**src/rtl/pwl_pkg.sv**
```systemverilog
package pwl_pkg;

    localparam int XW_DEF   = 16;
    localparam int CW_DEF   = 16;
    localparam int FRAC_DEF = 12;
    localparam int NBRK_DEF = 10;

    // Default breakpoints: evenly spaced, strictly increasing, one Q4.12 unit apart
    function automatic logic [NBRK_DEF*XW_DEF-1:0] dflt_brk();
        logic [NBRK_DEF*XW_DEF-1:0] r;
        r = '0;
        for (int k = 0; k < NBRK_DEF; k++) begin
            r[k*XW_DEF +: XW_DEF] = XW_DEF'(-18432 + 4096 * k);
        end
        return r;
    endfunction

    // Default slopes: decreasing, a concave curve in the manner of a logarithm
    function automatic logic [(NBRK_DEF+1)*CW_DEF-1:0] dflt_slope();
        logic [(NBRK_DEF+1)*CW_DEF-1:0] r;
        r = '0;
        for (int s = 0; s <= NBRK_DEF; s++) begin
            r[s*CW_DEF +: CW_DEF] = CW_DEF'(16384 - 1400 * s);
        end
        return r;
    endfunction

    // Default intercepts
    function automatic logic [(NBRK_DEF+1)*CW_DEF-1:0] dflt_icpt();
        logic [(NBRK_DEF+1)*CW_DEF-1:0] r;
        r = '0;
        for (int s = 0; s <= NBRK_DEF; s++) begin
            r[s*CW_DEF +: CW_DEF] = CW_DEF'(-24576 + 2800 * s);
        end
        return r;
    endfunction

endpackage

```
**src/rtl/pwl_cmp_bank.sv**
```systemverilog
// One signed less-than comparator per breakpoint, all fed the same sample.
// lt[NBRK] is tied high so that the edge is always found.
module pwl_cmp_bank #(
    parameter int                   XW       = 16,
    parameter int                   NBRK     = 10,
    parameter logic [NBRK*XW-1:0]   BRK_FLAT = '0
) (
    input  logic signed [XW-1:0] x,
    output logic [NBRK:0]        lt
);
    for (genvar k = 0; k < NBRK; k++) begin : g_cmp
        localparam logic signed [XW-1:0] BK = BRK_FLAT[k*XW +: XW];
        assign lt[k] = (x < BK);
    end
    assign lt[NBRK] = 1'b1;
endmodule

```
**src/rtl/pwl_seg_encoder.sv**
```systemverilog
// Finds the 0->1 edge of a thermometer code and encodes its position.
module pwl_seg_encoder #(
    parameter int NSEG = 11,
    parameter int IW   = 4
) (
    input  logic [NSEG-1:0] therm,
    output logic [NSEG-1:0] edge_oh,
    output logic [IW-1:0]   idx
);
    assign edge_oh[0] = therm[0];
    for (genvar k = 1; k < NSEG; k++) begin : g_edge
        assign edge_oh[k] = therm[k] & ~therm[k-1];
    end

    always_comb begin
        idx = '0;
        for (int k = 0; k < NSEG; k++) begin
            if (edge_oh[k]) idx = idx | IW'(k);
        end
    end
endmodule

```
**src/rtl/pwl_round_sat.sv**
```systemverilog
// Adds the aligned intercept to the full product, rounds half up, clamps.
module pwl_round_sat #(
    parameter int XW   = 16,
    parameter int CW   = 16,
    parameter int FRAC = 12,
    parameter int PW   = XW + CW
) (
    input  logic signed [PW-1:0] prod,
    input  logic signed [CW-1:0] icpt,
    output logic signed [XW-1:0] y
);
    localparam int SW = PW + 2;
    localparam logic signed [SW-1:0] YMAX = (SW'(1) <<< (XW - 1)) - SW'(1);
    localparam logic signed [SW-1:0] YMIN = -(SW'(1) <<< (XW - 1));
    localparam logic signed [SW-1:0] HALF = SW'(1) <<< (FRAC - 1);

    logic signed [SW-1:0] sum_w;
    logic signed [SW-1:0] rnd_w;
    logic signed [SW-1:0] shf_w;

    always_comb begin
        sum_w = SW'(prod) + (SW'(icpt) <<< FRAC);
        rnd_w = sum_w + HALF;
        shf_w = rnd_w >>> FRAC;
        if (shf_w > YMAX) begin
            y = YMAX[XW-1:0];
        end else if (shf_w < YMIN) begin
            y = YMIN[XW-1:0];
        end else begin
            y = shf_w[XW-1:0];
        end
    end
endmodule

```
**src/rtl/pwl_eval.sv**
```systemverilog
module pwl_eval #(
    parameter int XW   = pwl_pkg::XW_DEF,
    parameter int CW   = pwl_pkg::CW_DEF,
    parameter int FRAC = pwl_pkg::FRAC_DEF,
    parameter int NBRK = pwl_pkg::NBRK_DEF,
    parameter logic [NBRK*XW-1:0]     BRK_FLAT   = pwl_pkg::dflt_brk(),
    parameter logic [(NBRK+1)*CW-1:0] SLOPE_FLAT = pwl_pkg::dflt_slope(),
    parameter logic [(NBRK+1)*CW-1:0] ICPT_FLAT  = pwl_pkg::dflt_icpt()
) (
    input  logic          clk,
    input  logic          rst,
    input  logic          smp_vld,
    input  logic [XW-1:0] smp_x,
    output logic          res_vld,
    output logic [XW-1:0] res_y
);
    localparam int NSEG = NBRK + 1;
    localparam int IW   = $clog2(NSEG);
    localparam int PW   = XW + CW;

    typedef struct packed {
        logic                 s1_vld;
        logic signed [XW-1:0] s1_x;
        logic [IW-1:0]        s1_idx;
        logic                 s2_vld;
        logic signed [PW-1:0] s2_prod;
        logic signed [CW-1:0] s2_icpt;
        logic                 o_vld;
        logic signed [XW-1:0] o_y;
    } pipe_t;

    pipe_t q, d;

    logic [NSEG-1:0]      therm;
    logic [NSEG-1:0]      seg_oh;
    logic [IW-1:0]        seg_idx;
    logic signed [CW-1:0] slope_sel;
    logic signed [CW-1:0] icpt_sel;
    logic signed [XW-1:0] rs_y;

    // Stage 1: parallel compare and edge encode
    pwl_cmp_bank #(
        .XW(XW), .NBRK(NBRK), .BRK_FLAT(BRK_FLAT)
    ) u_cmp (
        .x  (smp_x),
        .lt (therm)
    );

    pwl_seg_encoder #(
        .NSEG(NSEG), .IW(IW)
    ) u_enc (
        .therm   (therm),
        .edge_oh (seg_oh),
        .idx     (seg_idx)
    );

    // Stage 3 arithmetic
    pwl_round_sat #(
        .XW(XW), .CW(CW), .FRAC(FRAC), .PW(PW)
    ) u_rs (
        .prod (q.s2_prod),
        .icpt (q.s2_icpt),
        .y    (rs_y)
    );

    // Stage 2 coefficient lookup
    always_comb begin
        slope_sel = SLOPE_FLAT[int'(q.s1_idx)*CW +: CW];
        icpt_sel  = ICPT_FLAT[int'(q.s1_idx)*CW +: CW];
    end

    always_comb begin
        d = q;
        d.s1_vld  = smp_vld;
        d.s1_x    = smp_x;
        d.s1_idx  = seg_idx;
        d.s2_vld  = q.s1_vld;
        d.s2_prod = q.s1_x * slope_sel;
        d.s2_icpt = icpt_sel;
        d.o_vld   = q.s2_vld;
        d.o_y     = rs_y;
    end

    always_ff @(posedge clk) begin
        if (rst) begin
            q <= '0;
        end else begin
            q <= d;
        end
    end

    assign res_vld = q.o_vld;
    assign res_y   = q.o_y;
endmodule

```
**config.mk**
```make
export PLATFORM = sky130hd
export DESIGN_NAME = pwl_eval
export DESIGN_NICKNAME = d
export VERILOG_FILES = /design/src/rtl/pwl_pkg.sv /design/src/rtl/pwl_cmp_bank.sv /design/src/rtl/pwl_seg_encoder.sv /design/src/rtl/pwl_round_sat.sv /design/src/rtl/pwl_eval.sv
export SDC_FILE = /design/constraint.sdc
export NUM_CORES = 1
export LEC_CHECK = 0
export BUFFER_PORTS_ARGS = -buffer_cell sky130_fd_sc_hd__buf_4
export CORE_MARGIN = 2
export CORE_UTILIZATION = 40
export CTS_CLUSTER_DIAMETER = 40
export CTS_CLUSTER_SIZE = 12
export DETAILED_ROUTE_END_ITERATION = 8
export PLACE_DENSITY = 0.67
export SYNTH_ARGS = -nofsm -noshare
export SYNTH_HDL_FRONTEND = slang
export SYNTH_HIERARCHICAL = 1
export SYNTH_SLANG_ARGS = --single-unit
```
**constraint.sdc**
```tcl
create_clock -name clk -period 12.7 [get_ports clk]
set_input_delay 0.635 -clock clk [delete_from_list [all_inputs] [get_ports clk]]
set_output_delay 0.635 -clock clk [all_outputs]
set_load 0.02 [all_outputs]
```
# --- Word-level counts from Yosys, hierarchy flattened ---
# Cells that the tools add are included.
classes:
  n_addsub: 2
  multipliers: 1
  magnitude_cmp: 12
  n_shift: 2
  muxes: 12
  bitwise: 18
  n_reduce_logical: 1
ops:
  columns: ["op", "count"]
  rows:
  - ["$shiftx 176x9->16 const A", 2]
  - ["$lt 16x15->1 const B", 4]
  - ["$add 33x13->34 const B", 1]
  - ["$add 32x28->33", 1]
  - ["$lt 16x14->1 const B", 2]
  - ["$lt 16x16->1 const B", 2]
  - ["$mul 16x16->32", 1]
  - ["$gt 22x16->1 const B", 1]
  - ["$lt 22x16->1 const B", 1]
  - ["$lt 16x12->1 const B", 1]
  - ["$lt 16x13->1 const B", 1]
  - ["$mux 16", 1]
  - ["$mux 15", 1]
  - ["$mux 3", 4]
  - ["$mux 4", 3]
  - ["$and 1x1->1", 9]
  - ["$not 1->1", 9]
  - ["$mux 2", 2]
  - ["$reduce_or 2->1", 1]
  - ["$mux 1", 1]
totals:
  register_bits: 87
  inputBits: 19
  output_inout_bits: 17
  word_cells: 57

# --- Depth between registers and ports, before layout ---
depth:
  depth_word: 13
  depth_mapped: 25
  ltp_nobuf: 24

# --- By module ---
# The synthesis kept the hierarchy.
by_module_without_submodules:
  columns: ["module", "instances", "cells_each", "area_each_um2", "seq_area_each_um2"]
  rows:
  - ["pwl_eval", 1, 1045, 9874.5, 1601.5]
  - ["pwl_round_sat", 1, 201, 1501.4, 0.0]
  - ["pwl_cmp_bank", 1, 21, 131.4, 0.0]
  - ["pwl_seg_encoder", 1, 20, 116.4, 0.0]

# --- Worst setup path after synthesis ---
# Ideal clock, no wire load.
synth_path:
  path_kind: "register to register"
  start: "reg q[66] (netlist bit)"
  end: "reg q[62] (netlist bit)"
  setup_ns: 0.121
  t_arrival_ns: 6.606
  required_time_ns: 12.579
  slack_ns: 5.973
  path_stages_with_launch: 25
  path_buffers: 2
  period_less_slack_ns: 6.727
  path_cell_list: "dfxtp_1 inv_1 ha_1 nor2b_1 nand2_1 o21ai_0 clkbuf_1 nand2_1 inv_1 fa_1 fa_1 inv_1 fa_1 inv_1 fa_1 fa_1 ha_1 ha_1 buf_6 a2111oi_0 o31ai_1 o21ai_0 o21ai_0 o21ai_1 mux2_4"
synth_between:
  elab_chain_cells: 2
synth_lines:
  columns: ["element", "line_no", "source"]
  rows:
  - ["start, declared", "pwl_eval.sv:32", "pipe_t q, d;"]
  - ["start signal, assigned", "pwl_eval.sv:86", "q <= '0;"]
  - ["start signal, assigned", "pwl_eval.sv:88", "q <= d;"]
  - ["$shiftx 176x9->16", "pwl_eval.sv:68", "slope_sel = SLOPE_FLAT[int'(q.s1_idx)*CW +: CW];"]
  - ["$mul 16x16->32", "pwl_eval.sv:78", "d.s2_prod = q.s1_x * slope_sel;"]
# No other way between the ends.
# A chain may end at the register's enable or synchronous reset.

# --- Worst setup path in the final report ---
layout_path:
  start: "reg q[69] (netlist bit)"
  end: "reg q[62] (netlist bit)"
# The elaborated chain is that of the path after synthesis.

==> results.py <==
metrics = {
    "floorplanning": {
        "rows": 61,
        "ios": 36,
        "fp.dieW_microns": 173,
        "die-area_sq_um": 29900,
        "coreArea_sq_um": 27900,
        "die_h_microns": 173,
        "start_util": 0.408,
    },
    "grt": {
        "grt_use_total": 0.170,
        "grt_pass1_vias": 8409,
        "grt_overflow": 0,
        "grt_max_degree": 78,
        "antenna_found_initial": 0,
        "grt_pass1_wl_microns": 41400,
    },
    "detailed_routing": {
        "vias": 8261,
        "vias_per_cell": 5.03,
        "drc": 0,
        "wl_microns": 24500,
        "ant_nets": 0,
        "wl_per_cell_microns": 14.9,
        "drt_iter0_markers": 590,
        "firstDrtPassIters": 7,
    },
    "power": {
        "seqPwrFrac": 0.147,
        "power.total_mw": 2.18,
        "power_switching_mw": 1.06,
        "p_int_mw": 1.11,
        "swShare": 0.489,
        "peakVddDrop_uv": 90.6,
        "power_frac_clock": 0.135,
        "p_per_area_nw_per_um2": 179,
        "total_leakage_power_nw": 6.30,
        "pwr-share-comb": 0.718,
    },
    "finish": {
        "drive_gt1_frac": 0.0791,
        "layout.nets": 1574,
        "finalNonFillerCells": 1642,
        "fillCellCount": 2808,
        "utilization": 0.436,
        "num_antenna_cells": 0,
        "syn2layout_area_growth_pct": 6.82,
    },
    "worst_setup_path": {
        "path_common_cell": "fa_1",
        "arrival_ns": 7.72,
        "crit_path_top_delay_cell": "dfxtp_1",
        "worstPathCellList": "nand2_1 > nor2_1 > and2_1 > fa_1 > fa_1 > inv_1 > fa_1 > inv_1 > fa_1 > fa_1 > ha_1 > ha_1 > a2111oi_0 > o31ai_1 > o21ai_0 > o21ai_0 > o21ai_1 > mux2_4",
        "r2r_start": "q[69]$_SDFF_PP0_",
        "cp_slowest_stage_delay_ns": 0.82,
        "reg2reg_slack_ns": 5.22,
        "start_kind": "flop",
        "worstPathMaxFanout": 24,
        "rr_endpoint": "q[62]$_SDFF_PP0_",
        "rr_worst_depth": 18,
        "endpoint_kind": "flop",
        "path_class": "flop to flop",
        "cp.required_ns": 12.95,
    },
    "timing": {
        "min_period_ns": 7.48,
        "slew_violations": 0,
        "maxSlewHeadroom": 0.170,
        "setup_violations": 0,
        "rsz0062_at_grt": "false",
        "max_freq_mhz": 134,
        "finalSetupTns_ns": 0,
        "clock_skew_ns": 0.00972,
        "period_share": 0.589,
        "hold_viol_final": 0,
        "worstMarginPinSlew_ns": 1.25,
    },
    "clocking": {
        "cts_resized": 0,
        "cts.clk_slew.worst_paths_ns": 0.07,
        "cts_buffers": 9,
        "cts_max_level": 3,
        "cts_buffer_depth": 2,
        "clk_latency_ns": 0.36,
        "hold_buffers": 0,
        "cts_tree": "done",
        "clock-sinks": 72,
        "cts_root_buf": "clkbuf_16",
        "postCtsSetupBuffers": 0,
    },
    "run": {
        "cap_violations": 0,
    },
    "yosys": {
        "synth_area_sq_um": 11400,
        "ys_warn_count": 6,
        "synthCells": 1269,
        "syn_area_per_cell_sq_um": 8.98,
    },
    "min_path": {
        "hold_start": "d[16]$_SDFF_PP0_",
        "hold_depth": 1,
        "hp-class": "flop to flop",
        "hold_end": "res_vld$_SDFF_PP0_",
    },
    "placement": {
        "port_buffers": 35,
        "dp_hpwl_microns": 20000,
        "gp_congestion": 0.851,
        "dp.cells": 1626,
    },
    "status": {
        "status": "completed",
    },
}
per-stage QoR:
stage	cell area [sq um]	setup WS [ns]	hold slack [ns]
6_report	12200	5.22	0.438
5_1_grt	12200	4.80	0.458
3_3_place_gp	11800	5.47	0.416
2_1_floorplan	11400	5.97	0.414
3_5_place_dp	11800	5.30	0.428
4_1_cts	12200	5.27	0.445
power by group through the flow:
stage               sequential (mW)  clock, mW  combinational [mW]
CTS                           0.320      0.299                1.57
global placement              0.325          0                1.52
global route                  0.327      0.307                1.78
finish                        0.320      0.293                1.56
detailed placement            0.325          0                1.55
floorplan                     0.310          0                1.26
worst max path at each step:
stage                startpoint               end  slack (ns)
2_1_floorplan  q[66]$_SDFF_PP0_  q[62]$_SDFF_PP0_        5.97
3_3_place_gp   q[69]$_SDFF_PP0_  q[62]$_SDFF_PP0_        5.47
3_5_place_dp   q[69]$_SDFF_PP0_  q[62]$_SDFF_PP0_        5.30
4_1_cts        q[69]$_SDFF_PP0_  q[62]$_SDFF_PP0_        5.27
5_1_grt        q[69]$_SDFF_PP0_  q[62]$_SDFF_PP0_        4.80
6_report       q[69]$_SDFF_PP0_  q[62]$_SDFF_PP0_        5.22
cell usage in the layout, fill, tap and decap left out, drive strengths merged, types with 7 or more instances in the layout:
master,n
nor3,13
buf,41
o21ai,47
a21o,19
nor2,55
or2,7
dfxtp,72
ha,117
nand4,8
and3,20
inv,223
fa,179
nand3,19
xnor2,17
a211oi,8
and2,74
clkbuf,9
nand2,105
xor2,14
nor2b,58
o21a,10
a21oi,51
mux2,8
area by class of cell:
cell class                 count  area (sq um)  share of cell area
multi-input combinational    915          8800               0.723
sequential                    72          1440               0.118
inverter                     220           826              0.0678
tap                          378           473              0.0388
timing repair buffer          41           308              0.0253
clock buffer                   9           225              0.0185
clock inverter                 7           103             0.00843
routing by layer:
layer / share of wire / vias to the layer above / track usage
li1: - / 3993 / -
met1: 0.47 / 4039 / 0.238
met2: 0.46 / 203 / 0.271
met3: 0.058 / 26 / 0.0323
met4: 0.013 / 0 / 0.0395
met5: 0 / - / 0
state kept, by name, indices dropped and copies added (netlist names):
name and count:
d 2, res_y 16, res_vld 1, q 53
worst max-delay path: cells and delay by family, from the launching register on:
| family | cells | cell delay (ns) |
|---|---|---|
| flip-flops | 1 | 0.82 |
| AO/OA/AOI/OAI | 5 | 1.32 |
| multiplexers | 1 | 0.31 |
| buffers and inverters | 2 | 0.29 |
| adder cells (fa/ha/maj) | 7 | 3.38 |
| AND/OR/NAND/NOR | 3 | 1.23 |
Power figures use the tool's default switching activity.
